File: src/rtl/ebc_pkg.sv
package ebc_pkg;
  typedef enum logic [1:0] {
    ST_IDLE = 2'd0,
    ST_LOAD = 2'd1,
    ST_RUN  = 2'd2
  } ebcState_t;

  typedef struct packed {
    logic clearAll;
    logic setSel;
    logic timerClr;
    logic timerInc;
  } ebcCtrl_t;
endpackage

File: src/rtl/ebc_datapath.sv
module ebc_datapath
  import ebc_pkg::*;
#(
  parameter int NUM_BLK    = 8,
  parameter int WINDOW_CYC = 1500000,
  localparam int SEL_W     = $clog2(NUM_BLK),
  localparam int CNT_W     = $clog2(WINDOW_CYC + 1)
) (
  input  logic               clk,
  input  logic               rstN,
  input  ebcCtrl_t           ctrl,
  input  logic               wrStb,
  input  logic [SEL_W-1:0]   blkSel,
  output logic [NUM_BLK-1:0] flags,
  output logic               stbLead,
  output logic               windowOut
);
  logic             stbQ;
  logic [CNT_W-1:0] idleCnt;

  always_ff @(posedge clk or negedge rstN) begin
    if (!rstN) stbQ <= 1'b0;
    else       stbQ <= wrStb;
  end

  assign stbLead = wrStb & ~stbQ;

  for (genvar i = 0; i < NUM_BLK; i++) begin : g_flag
    always_ff @(posedge clk or negedge rstN) begin
      if (!rstN)                                            flags[i] <= 1'b0;
      else if (ctrl.clearAll)                               flags[i] <= 1'b0;
      else if (ctrl.setSel && blkSel == SEL_W'(i))          flags[i] <= 1'b1;
    end
  end

  always_ff @(posedge clk or negedge rstN) begin
    if (!rstN)              idleCnt <= '0;
    else if (ctrl.timerClr) idleCnt <= '0;
    else if (ctrl.timerInc) idleCnt <= idleCnt + 1'b1;
  end

  assign windowOut = (idleCnt == CNT_W'(WINDOW_CYC - 1));

  // the idle counter stops at the window limit
  p_cnt_bound_r5: assert property (@(posedge clk) disable iff (!rstN)
    idleCnt <= CNT_W'(WINDOW_CYC - 1));

  // without a clear, no selected bit is ever dropped
  p_flags_grow_r3: assert property (@(posedge clk) disable iff (!rstN)
    !ctrl.clearAll |=> ((flags & $past(flags)) == $past(flags)));
endmodule

File: src/rtl/ebc_control.sv
module ebc_control
  import ebc_pkg::*;
(
  input  logic      clk,
  input  logic      rstN,
  input  logic      armIn,
  input  logic      abortIn,
  input  logic      doneIn,
  input  logic      wrStb,
  input  logic      stbLead,
  input  logic      windowOut,
  output ebcCtrl_t  ctrl,
  output logic      startOut,
  output logic      busyOut
);
  ebcState_t state, stateNext;
  logic      fire;

  always_comb begin
    ctrl      = '0;
    stateNext = state;
    fire      = 1'b0;
    unique case (state)
      ST_IDLE: begin
        if (armIn) begin
          ctrl.setSel   = 1'b1;
          ctrl.timerClr = 1'b1;
          stateNext     = ST_LOAD;
        end
      end
      ST_LOAD: begin
        if (abortIn) begin
          ctrl.clearAll = 1'b1;
          ctrl.timerClr = 1'b1;
          stateNext     = ST_IDLE;
        end else if (wrStb) begin
          ctrl.setSel   = stbLead;
          ctrl.timerClr = 1'b1;
        end else if (windowOut) begin
          ctrl.timerClr = 1'b1;
          fire          = 1'b1;
          stateNext     = ST_RUN;
        end else begin
          ctrl.timerInc = 1'b1;
        end
      end
      ST_RUN: begin
        if (doneIn) begin
          ctrl.clearAll = 1'b1;
          stateNext     = ST_IDLE;
        end
      end
      default: stateNext = ST_IDLE;
    endcase
  end

  always_ff @(posedge clk or negedge rstN) begin
    if (!rstN) begin
      state    <= ST_IDLE;
      startOut <= 1'b0;
    end else begin
      state    <= stateNext;
      startOut <= fire;
    end
  end

  assign busyOut = (state == ST_RUN);

  // start is a single-cycle pulse
  p_start_single_r6: assert property (@(posedge clk) disable iff (!rstN)
    startOut |=> !startOut);

  // busy is already set while start is high
  p_start_busy_r6: assert property (@(posedge clk) disable iff (!rstN)
    startOut |-> busyOut);

  // abort in loading returns to idle with no start
  p_abort_idle_r9: assert property (@(posedge clk) disable iff (!rstN)
    (state == ST_LOAD && abortIn) |=> (state == ST_IDLE && !startOut));
endmodule

File: src/rtl/blk_erase_collector.sv
module blk_erase_collector
  import ebc_pkg::*;
#(
  parameter int NUM_BLK    = 8,
  parameter int ADDR_W     = 17,
  parameter int WINDOW_CYC = 1500000,
  localparam int SEL_W     = $clog2(NUM_BLK)
) (
  input  logic               clk,
  input  logic               rstN,
  input  logic               armIn,
  input  logic               wrStb,
  input  logic [ADDR_W-1:0]  addrIn,
  input  logic               abortIn,
  input  logic               doneIn,
  output logic [NUM_BLK-1:0] selMask,
  output logic               startOut,
  output logic               busyOut
);
  ebcCtrl_t ctrl;
  logic     stbLead;
  logic     windowOut;

  ebc_datapath #(.NUM_BLK(NUM_BLK), .WINDOW_CYC(WINDOW_CYC)) u_dp (
    .clk      (clk),
    .rstN     (rstN),
    .ctrl     (ctrl),
    .wrStb    (wrStb),
    .blkSel   (addrIn[ADDR_W-1 -: SEL_W]),
    .flags    (selMask),
    .stbLead  (stbLead),
    .windowOut(windowOut)
  );

  ebc_control u_ctl (
    .clk      (clk),
    .rstN     (rstN),
    .armIn    (armIn),
    .abortIn  (abortIn),
    .doneIn   (doneIn),
    .wrStb    (wrStb),
    .stbLead  (stbLead),
    .windowOut(windowOut),
    .ctrl     (ctrl),
    .startOut (startOut),
    .busyOut  (busyOut)
  );

  // a start pulse never carries an empty mask
  p_start_mask_r6: assert property (@(posedge clk) disable iff (!rstN)
    startOut |-> (selMask != '0));

  // mask frozen while busy and not yet done
  p_mask_hold_r7: assert property (@(posedge clk) disable iff (!rstN)
    (busyOut && !doneIn) |=> $stable(selMask));

  // completion clears mask and busy
  p_done_clear_r8: assert property (@(posedge clk) disable iff (!rstN)
    (busyOut && doneIn) |=> (selMask == '0 && !busyOut));
endmodule

File: config.mk
export PLATFORM = sky130hd
export DESIGN_NAME = blk_erase_collector
export DESIGN_NICKNAME = d
export VERILOG_FILES = /design/src/rtl/ebc_pkg.sv /design/src/rtl/ebc_datapath.sv /design/src/rtl/ebc_control.sv /design/src/rtl/blk_erase_collector.sv
export SDC_FILE = /design/constraint.sdc
export NUM_CORES = 1
export LEC_CHECK = 0
export BUFFER_PORTS_ARGS = -buffer_cell sky130_fd_sc_hd__buf_2
export CAP_MARGIN = 0
export CORE_MARGIN = 2
export CORE_UTILIZATION = 35
export CTS_BUF_LIST = sky130_fd_sc_hd__clkbuf_8
export CTS_CLUSTER_SIZE = 14
export DETAILED_ROUTE_END_ITERATION = 8
export HOLD_SLACK_MARGIN = 0.08
export PLACE_DENSITY = 0.65
export SLEW_MARGIN = 10
export SYNTH_ARGS = -nofsm -noshare
export SYNTH_HDL_FRONTEND = slang
export SYNTH_SLANG_ARGS = --single-unit
File: constraint.sdc
create_clock -name clk -period 3.3 [get_ports clk]
set_input_delay 0.66 -clock clk [delete_from_list [all_inputs] [get_ports clk]]
set_output_delay 0.66 -clock clk [all_outputs]
set_load 0.05 [all_outputs]
Yosys cells after proc, flatten, opt, wreduce, memory -nomap -nowiden
Cells that the tools add are included.
{"block": "totals", "reg_bits": 33, "wordCells": 90}
{"block": "classes", "eq_ne": 14, "bitwise_logic": 2, "muxes": 41, "reduce_logical": 20, "n_addsub": 1}
{"operator": "21-bit 2-to-1 mux", "count": 2}
{"operator": "1-bit 2-to-1 mux", "count": 30}
{"operator": "21-bit by 1-bit adder with 21-bit output (second input constant)", "count": 1}
{"operator": "21-bit == test (second input constant)", "count": 1}
{"operator": "2-bit nonzero test", "count": 9}
{"operator": "3-bit == test (second input constant)", "count": 4}
{"operator": "2-bit 2-to-1 mux", "count": 6}
{"operator": "1-bit logical AND", "count": 8}
{"operator": "3-bit by 2-bit == test with 1-bit output (second input constant)", "count": 2}
{"operator": "2-bit one-hot mux with 3 select lines", "count": 1}
{"operator": "2-bit inequality test (second input constant)", "count": 2}
{"operator": "2-bit one-hot mux with 2 select lines", "count": 1}
{"operator": "4-bit AND reduction", "count": 1}
{"operator": "3-bit by 1-bit == test with 1-bit output (second input constant)", "count": 1}
{"operator": "3-bit zero test", "count": 1}
{"operator": "3-bit by 2-bit inequality test with 1-bit output (second input constant)", "count": 1}
{"operator": "3-bit inequality test (second input constant)", "count": 1}
{"operator": "2-bit by 1-bit == test with 1-bit output (second input constant)", "count": 1}
{"operator": "2-bit == test (second input constant)", "count": 1}
{"operator": "2-bit zero test", "count": 1}
{"operator": "1-bit one-hot mux with 2 select lines", "count": 1}
{"operator": "1-bit bitwise AND", "count": 1}
{"operator": "1-bit NOT", "count": 1}

Logic depth before layout (Yosys ltp)
Gate-level depths: netlist (run 1).
{"block": "depth", "word_depth": 8, "mapped_depth": 8}

Hierarchy
From an unflattened synthesis (run 1), not the netlist that was laid out.
{"block": "unflattened", "cells_unflattened": 182, "area_unflattened_um2": 1717.9}
{"module": "ebc_datapath", "cells_each": 154, "area_per_inst_um2": 1450.1, "instances": 1, "seq_area_each_um2": 750.7}
{"module": "ebc_control", "cells_each": 28, "area_per_inst_um2": 267.8, "instances": 1, "seq_area_each_um2": 75.1}

Least setup slack after synthesis (run 1)
Ideal clock, no wire load.
{"block": "synth_timing", "path_type": "register -> register", "startpoint": "register u_ctl.state[0]", "endpoint": "register u_ctl.state[0]", "slack_ns": 1.508, "required_ns": 3.180, "stages_incl_launch_ff": 8, "arrival_time_ns": 1.671, "path_cell_list": "dfrtp_1 -> inv_1 -> ha_1 -> nand2b_1 -> and3_1 -> o22ai_1 -> o21ai_0 -> a41o_1"}
{"block": "synth_via", "elab_chain_cells": 3, "word_cells_on_any_way": 9}
{"item": "from (decl)", "line_no": "ebc_control.sv:16", "rtl": "ebcState_t state, stateNext;"}
{"item": "from (signal assigned)", "line_no": "ebc_control.sv:62", "rtl": "state <= stateNext;"}
{"item": "2-bit == test *"}
{"item": "named net busyOut", "line_no": "blk_erase_collector.sv:18", "rtl": "output logic busyOut"}
{"item": "2-bit inequality test (no line)"}
{"item": "4-bit AND reduction (no line)"}
The timed path passes the listed nets; every way through them passes the cells marked *.
A chain may end at the register's enable or synchronous reset.

Final worst setup path (run 1)
{"block": "layout_timing", "startpoint": "register u_ctl.state[0]", "endpoint": "register u_dp.idleCnt[19]"}
{"block": "layout_via", "elab_chain_cells": 3, "word_cells_on_any_way": 6}
{"item": "2-bit by 1-bit == test with 1-bit output / 2-bit zero test (equally long branches)", "line_no": "ebc_control.sv:23", "rtl": "unique case (state)"}
{"item": "2-bit one-hot mux with 2 select lines / 1-bit 2-to-1 mux (equally long branches)", "line_no": "ebc_control.sv:23"}
{"item": "21-bit 2-to-1 mux / 2-bit nonzero test (equally long branches)"}
{"item": "to (signal assigned)", "line_no": "ebc_datapath.sv:39", "rtl": "else if (ctrl.timerInc) idleCnt <= idleCnt + 1'b1;"}
{"item": "to (decl)", "line_no": "ebc_datapath.sv:19", "rtl": "logic [CNT_W-1:0] idleCnt;"}
Several ways; a longest one is shown, not always the timed one.

==> reports/results.ini, run 1 <==
[run_status]
status=finished, final reports clean

[job]
max_cap_violations=0

[yosys]
synthTopCellsByArea=dfrtp_1 46%, nor2_1 5.9%, nand4_1 5.6%
synth_fp_nets=217
synth_top_area_frac=0.464
yosysSeqAreaShare=0.464
yosys_warnings=0
syn-instance-count=190
yosysTopAreaCell=dfrtp_1
avgSynthCellArea_um2=9.36
synth_cell_type_count=38
syn_area_mm2=0.00178
synth-seq-cells=33

[routing]
drt_iter0_markers=89
via_count=1430
postRouteAntennaNets=0
firstDrtPassIters=4
wl_per_cell_um=12.8
routed_wl_mm=3.52
vias_per_cell=5.18
drc=0

[timing]
hold_ws_ns=0.417
finalClockSkew_ns=0.00780
period_needed_ns=2.17
fin_tns_setup_ns=0
slew_headroom=0.535
drv_slew=0
rsz0062_at_grt=no
worst_slew_pin_slew_ns=0.698
hold_viol=0
max_freq_mhz=462
setup_viol=0
fin_crit_sh=0.657

[cts]
clockRootBuffer=clkbuf_8
cts_setup_buffers=0
cts_buffer_depth=2
clk_latency_ns=0.28
holdBufCountCts=0
clk_pin_slew_ns=0.07
htreeDepth=2
cts_resized=0
numCtsBuffers=5
clock_sinks=33
cts_tree=done

[global_routing]
grt_pass1_vias=1277
track_usage=0.137
grt_remaining_overflow=0
grt_antenna_before_repair=0
grt_max_degree=34
grt_pass1_wl_mm=5.89

[finish]
multi_input_area_um2=895
seqCellArea_um2=826
final_common_cell=dfrtp_1
area_delta_synth_final_pct=12.6
fillers=499
fin_cells=276
num_antenna_cells=0
drive_gt1_frac=0.148
final_util=0.416
final_net_count=235
final_cell_mix=33 x dfrtp_1, 28 x nor2_1, 18 x buf_2

[worst_setup_path]
path_buf_inv=2
critical_path_class=flop to flop
end_kind=flop
cp_top_family=simple AND/OR/NAND/NOR gates
worst_path_max_delay_cell=nor4_2
critPathArrivalTime_ns=2.32
cpPeakStageDelay_ns=0.50
cp_max_fo=13
cp.required_ns=3.45
path_cells=inv_1 -> ha_1 -> a21oi_1 -> buf_4 -> nor4_2 -> nand4_1 -> xor2_1 -> nor2_1
cp-start-kind=flop
r2r_slack_ns=1.13

[floorplan]
ios=33
fp.dieW_um=75.3
start_util=0.369
core-area_mm2=0.00482
row_count=25
die_h_um=75.3
die_area_mm2=0.00567

[power_and_ir_drop]
vdd_ir_drop_max_mv=0.298
leakage_nw=0.920
p_per_area_mw_per_mm2=635

[placed_design]
gp_congestion=0.869
io_buffers=18
dp_hpwl_mm=2.48
place_inst=268

[hold_path]
hp-class=input pin to asynchronous set/reset pin

## kinds of logic after synthesis
group / after synthesis / share of synthesized area
DFF: 33 / 0.464
and+or+nand+nor: 100 / 0.306
adders and majority gates: 4 / 0.0281
xor gates and xnor gates: 13 / 0.0640
buffers and inverters: 13 / 0.0330
AOI/OAI and AO/OA: 27 / 0.105
## report_power, final
part / switching, W / internal [W]
Clock: 0.000144 / 0.000143
Sequential: 0.0000380 / 0.000465
Combinational: 0.000359 / 0.000123
## per-stage QoR
stage          instance area (µm²)  power (W)  setup slack (ns)
4_1_cts                       2000    0.00129              1.10
6_report                      2000    0.00127              1.13
3_3_place_gp                  1920   0.000994              1.13
5_1_grt                       2000    0.00136             0.978
3_5_place_dp                  1920   0.000999              1.12
2_1_floorplan                 1780   0.000884              1.51
## area by class of cell
class                   instances  share of cell area
multi-input cells             144               0.447
flip-flops and latches         33               0.412
repair buffers                 19              0.0487
well taps                      67              0.0418
clock buffers                   5              0.0344
inverters                       5             0.00937
clock inverters                 3             0.00687
## final timing paths
path | from | end | cells after the start
worst min register to register | u_dp.flags[3] | u_dp.flags[3] | 2
worst max-delay path | u_ctl.state[0] | u_dp.idleCnt[19] | 8
min in group clk | u_dp.flags[3] | u_dp.flags[3] | 2
max in group asynchronous | rstN | u_dp.flags[6] | 1
worst min-delay path | rstN | u_dp.idleCnt[0] | 1
worst max register to register | u_ctl.state[0] | u_dp.idleCnt[19] | 8
## state kept, by name (all words and copies together), names as in the netlist
name and count:
u_ctl.startOut 1, u_ctl.state 2, u_dp.flags 8, u_dp.idleCnt 21, u_dp.stbQ 1
## synthesized netlist by cell type (all sizes together)
cell,n
nor3,1
a211oi,1
a21oi,11
o22ai,2
buf,4
inv,5
ha,4
or3,4
and3,6
a21o,1
a2bb2oi,2
nor2b,7
a41o,1
a22oi,1
a31oi,2
nor2,29
nand3,9
and4,3
clkbuf,4
or4,1
nand3b,1
nand2b,3
xor2,11
nand2,14
xnor2,2
nor4,3
nand4b,1
o31ai,1
nand4,17
o21ai,5
dfrtp,33
nor4b,1
## per-layer routing
layer | vias up | track usage | share of wire
li1 | 714 | - | -
met4 | 0 | 0.0565 | 0.018
met3 | 7 | 0.0397 | 0.041
met5 | - | 0 | 0
met2 | 29 | 0.208 | 0.44
met1 | 680 | 0.184 | 0.50
(Power assumes the default switching activity.)
==> run 2, diff against run 1 <==
==> constraint.sdc (replaced) <==
create_clock -name clk -period 2.1 [get_ports clk]
set_input_delay 0.42 -clock clk [delete_from_list [all_inputs] [get_ports clk]]
set_output_delay 0.42 -clock clk [all_outputs]
set_load 0.05 [all_outputs]
==> run 2 against run 1 <==
Compared with the run above: global-route usage rose by 0.92 points; sequential share of layout area is 1.4 points lower; worst hold slack worse by 0.24 ns; worst setup slack worse by 0.91 ns; total power increased by 62%; first-iteration DRC count grew 29%; count of clock-buffer cells in the layout unchanged; via count increased by 1.9%; routed wire length up 8.6%; clock power rose by 64%; highest routed layer unchanged.
==> reports/results.ini, run 2 (synthesis results as in run 1) <==
[placed_design]
place_area_mm2=0.00199  ; was 0.00192 mm²
io_buffers=18  ; unchanged
gp_congestion=0.853  ; was 0.869
dp_hpwl_mm=2.71  ; was 2.48 mm
place_inst=277  ; was 268

[finish]
largest_register=u_dp.idleCnt  ; unchanged
top_regs=u_dp.idleCnt (21), u_dp.flags (8), u_ctl.state (2)  ; unchanged
area_delta_synth_final_pct=16.6  ; was 12.6%
final_cell_mix=33 x dfrtp_1, 28 x nor2_1, 18 x buf_2  ; unchanged
final_net_count=244  ; was 235
stdcell_area_mm2=0.00207  ; was 0.00200 mm²
largest_register_ffs=21  ; unchanged
num_antenna_cells=0  ; unchanged
fin_cells=285  ; was 276
final_common_cell=dfrtp_1  ; unchanged
drive_gt1_frac=0.188  ; was 0.148

[global_routing]
grt_pass1_wl_mm=6.29  ; was 5.89 mm
grt_remaining_overflow=0  ; unchanged
grt_pass1_vias=1384  ; was 1277
grt_max_degree=34  ; unchanged
track_usage=0.146  ; was 0.137
grt_antenna_before_repair=0  ; unchanged

[cts]
clk_pin_slew_ns=0.07  ; about the same
cts_tree=done  ; unchanged
cts_buffer_depth=2  ; unchanged
numCtsBuffers=5  ; unchanged
clockRootBuffer=clkbuf_8  ; unchanged
clk_latency_ns=0.29  ; was 0.28 ns
clock_sinks=33  ; unchanged
holdBufCountCts=0  ; unchanged
htreeDepth=2  ; unchanged
cts_setup_buffers=0  ; unchanged
cts_resized=0  ; unchanged

[floorplan]
fp.dieW_um=75.3  ; unchanged
core-area_mm2=0.00482  ; unchanged
row_count=25  ; unchanged
start_util=0.369  ; unchanged
ios=33  ; unchanged
die_h_um=75.3  ; unchanged
die_area_mm2=0.00567  ; unchanged

[timing]
fin_crit_sh=0.893  ; was 0.657
finalClockSkew_ns=0.00737  ; was 0.00780 ns
max_freq_mhz=533  ; was 462 MHz
slew_headroom=0.522  ; was 0.535
hold_viol=0  ; unchanged
setup_viol=0  ; unchanged
period_needed_ns=1.87  ; was 2.17 ns
drv_slew=0  ; unchanged
worst_slew_pin_slew_ns=0.717  ; was 0.698 ns
fin_tns_setup_ns=0  ; unchanged
rsz0062_at_grt=no  ; unchanged

[routing]
via_count=1457  ; was 1430
postRouteAntennaNets=0  ; unchanged
drc=0  ; unchanged
firstDrtPassIters=4  ; unchanged
wl_per_cell_um=13.4  ; was 12.8 µm
drt_iter0_markers=115  ; was 89
vias_per_cell=5.11  ; was 5.18
routed_wl_mm=3.83  ; was 3.52 mm

[power_and_ir_drop]
total_power_w=0.00206  ; was 0.00127 W
p_per_area_mw_per_mm2=991  ; was 635 mW/mm²
vdd_ir_drop_max_mv=0.427  ; was 0.298 mV
leakage_nw=0.961  ; was 0.920 nW

[worst_setup_path]
cp.required_ns=2.26  ; was 3.45 ns
critical_path_class=flop to flop  ; unchanged
cp-start-kind=flop  ; unchanged
critPathArrivalTime_ns=2.03  ; was 2.32 ns
cp_max_fo=13  ; unchanged
end_kind=flop  ; unchanged

[run_status]
status=finished, final reports clean  ; unchanged

[hold_path]
hp-class=input pin to asynchronous set/reset pin  ; unchanged

[job]
max_cap_violations=0  ; unchanged

run 2: where the power goes:
| group | switching [W] | internal [W] |
|---|---|---|
| registers | 0.0000610 | 0.000730 |
| logic | 0.000579 | 0.000215 |
| clock network | 0.000243 | 0.000228 |
run 2: per-layer routing:
layer | part of all wire | track usage | up-vias
met1 | 0.49 | 0.191 | 689
met4 | 0.019 | 0.0526 | 0
met5 | 0 | 0 | -
met3 | 0.044 | 0.0410 | 8
met2 | 0.44 | 0.232 | 33
li1 | - | - | 727
run 2: worst max-delay path, stage by stage, from the launching register on:
cell and delay (ns):
dfrtp_1 0.45, or4_1 0.54, nor2_2 0.16, nand4_4 0.12
a21oi_4 0.37, nor2_1 0.10
run 2: final timing paths:
check	cells after the start	start	slack, ns	to
setup reg to reg	5	u_dp.idleCnt[12]	0.23	u_dp.idleCnt[19]
setup / recovery	5	u_dp.idleCnt[12]	0.23	u_dp.idleCnt[19]
hold / removal	1	rstN	0.18	u_dp.idleCnt[0]
max in group asynchronous	1	rstN	1.45	u_dp.idleCnt[16]
min in group clk	1	wrStb	0.33	u_dp.stbQ
hold reg to reg	2	u_dp.flags[4]	0.49	u_dp.flags[4]
run 2: cell type report:
cell class / instances / area, µm²
fill: 507 / 2740
multi-input combinational: 144 / 895
sequential: 33 / 826
timing repair buffer: 28 / 165
tap: 67 / 83.8
clock buffer: 5 / 68.8
inverter: 5 / 18.8
clock inverter: 3 / 17.5
run 2: metrics by stage:
step | hold slack [ns] | utilization | setup slack [ns]
floorplan | 0.124 | - | 0.308
global placement | 0.472 | 0.413 | 0.246
detailed placement | 0.479 | 0.413 | 0.230
CTS | 0.213 | 0.431 | 0.206
global route | 0.245 | 0.431 | 0.110
finish | 0.175 | 0.431 | 0.225
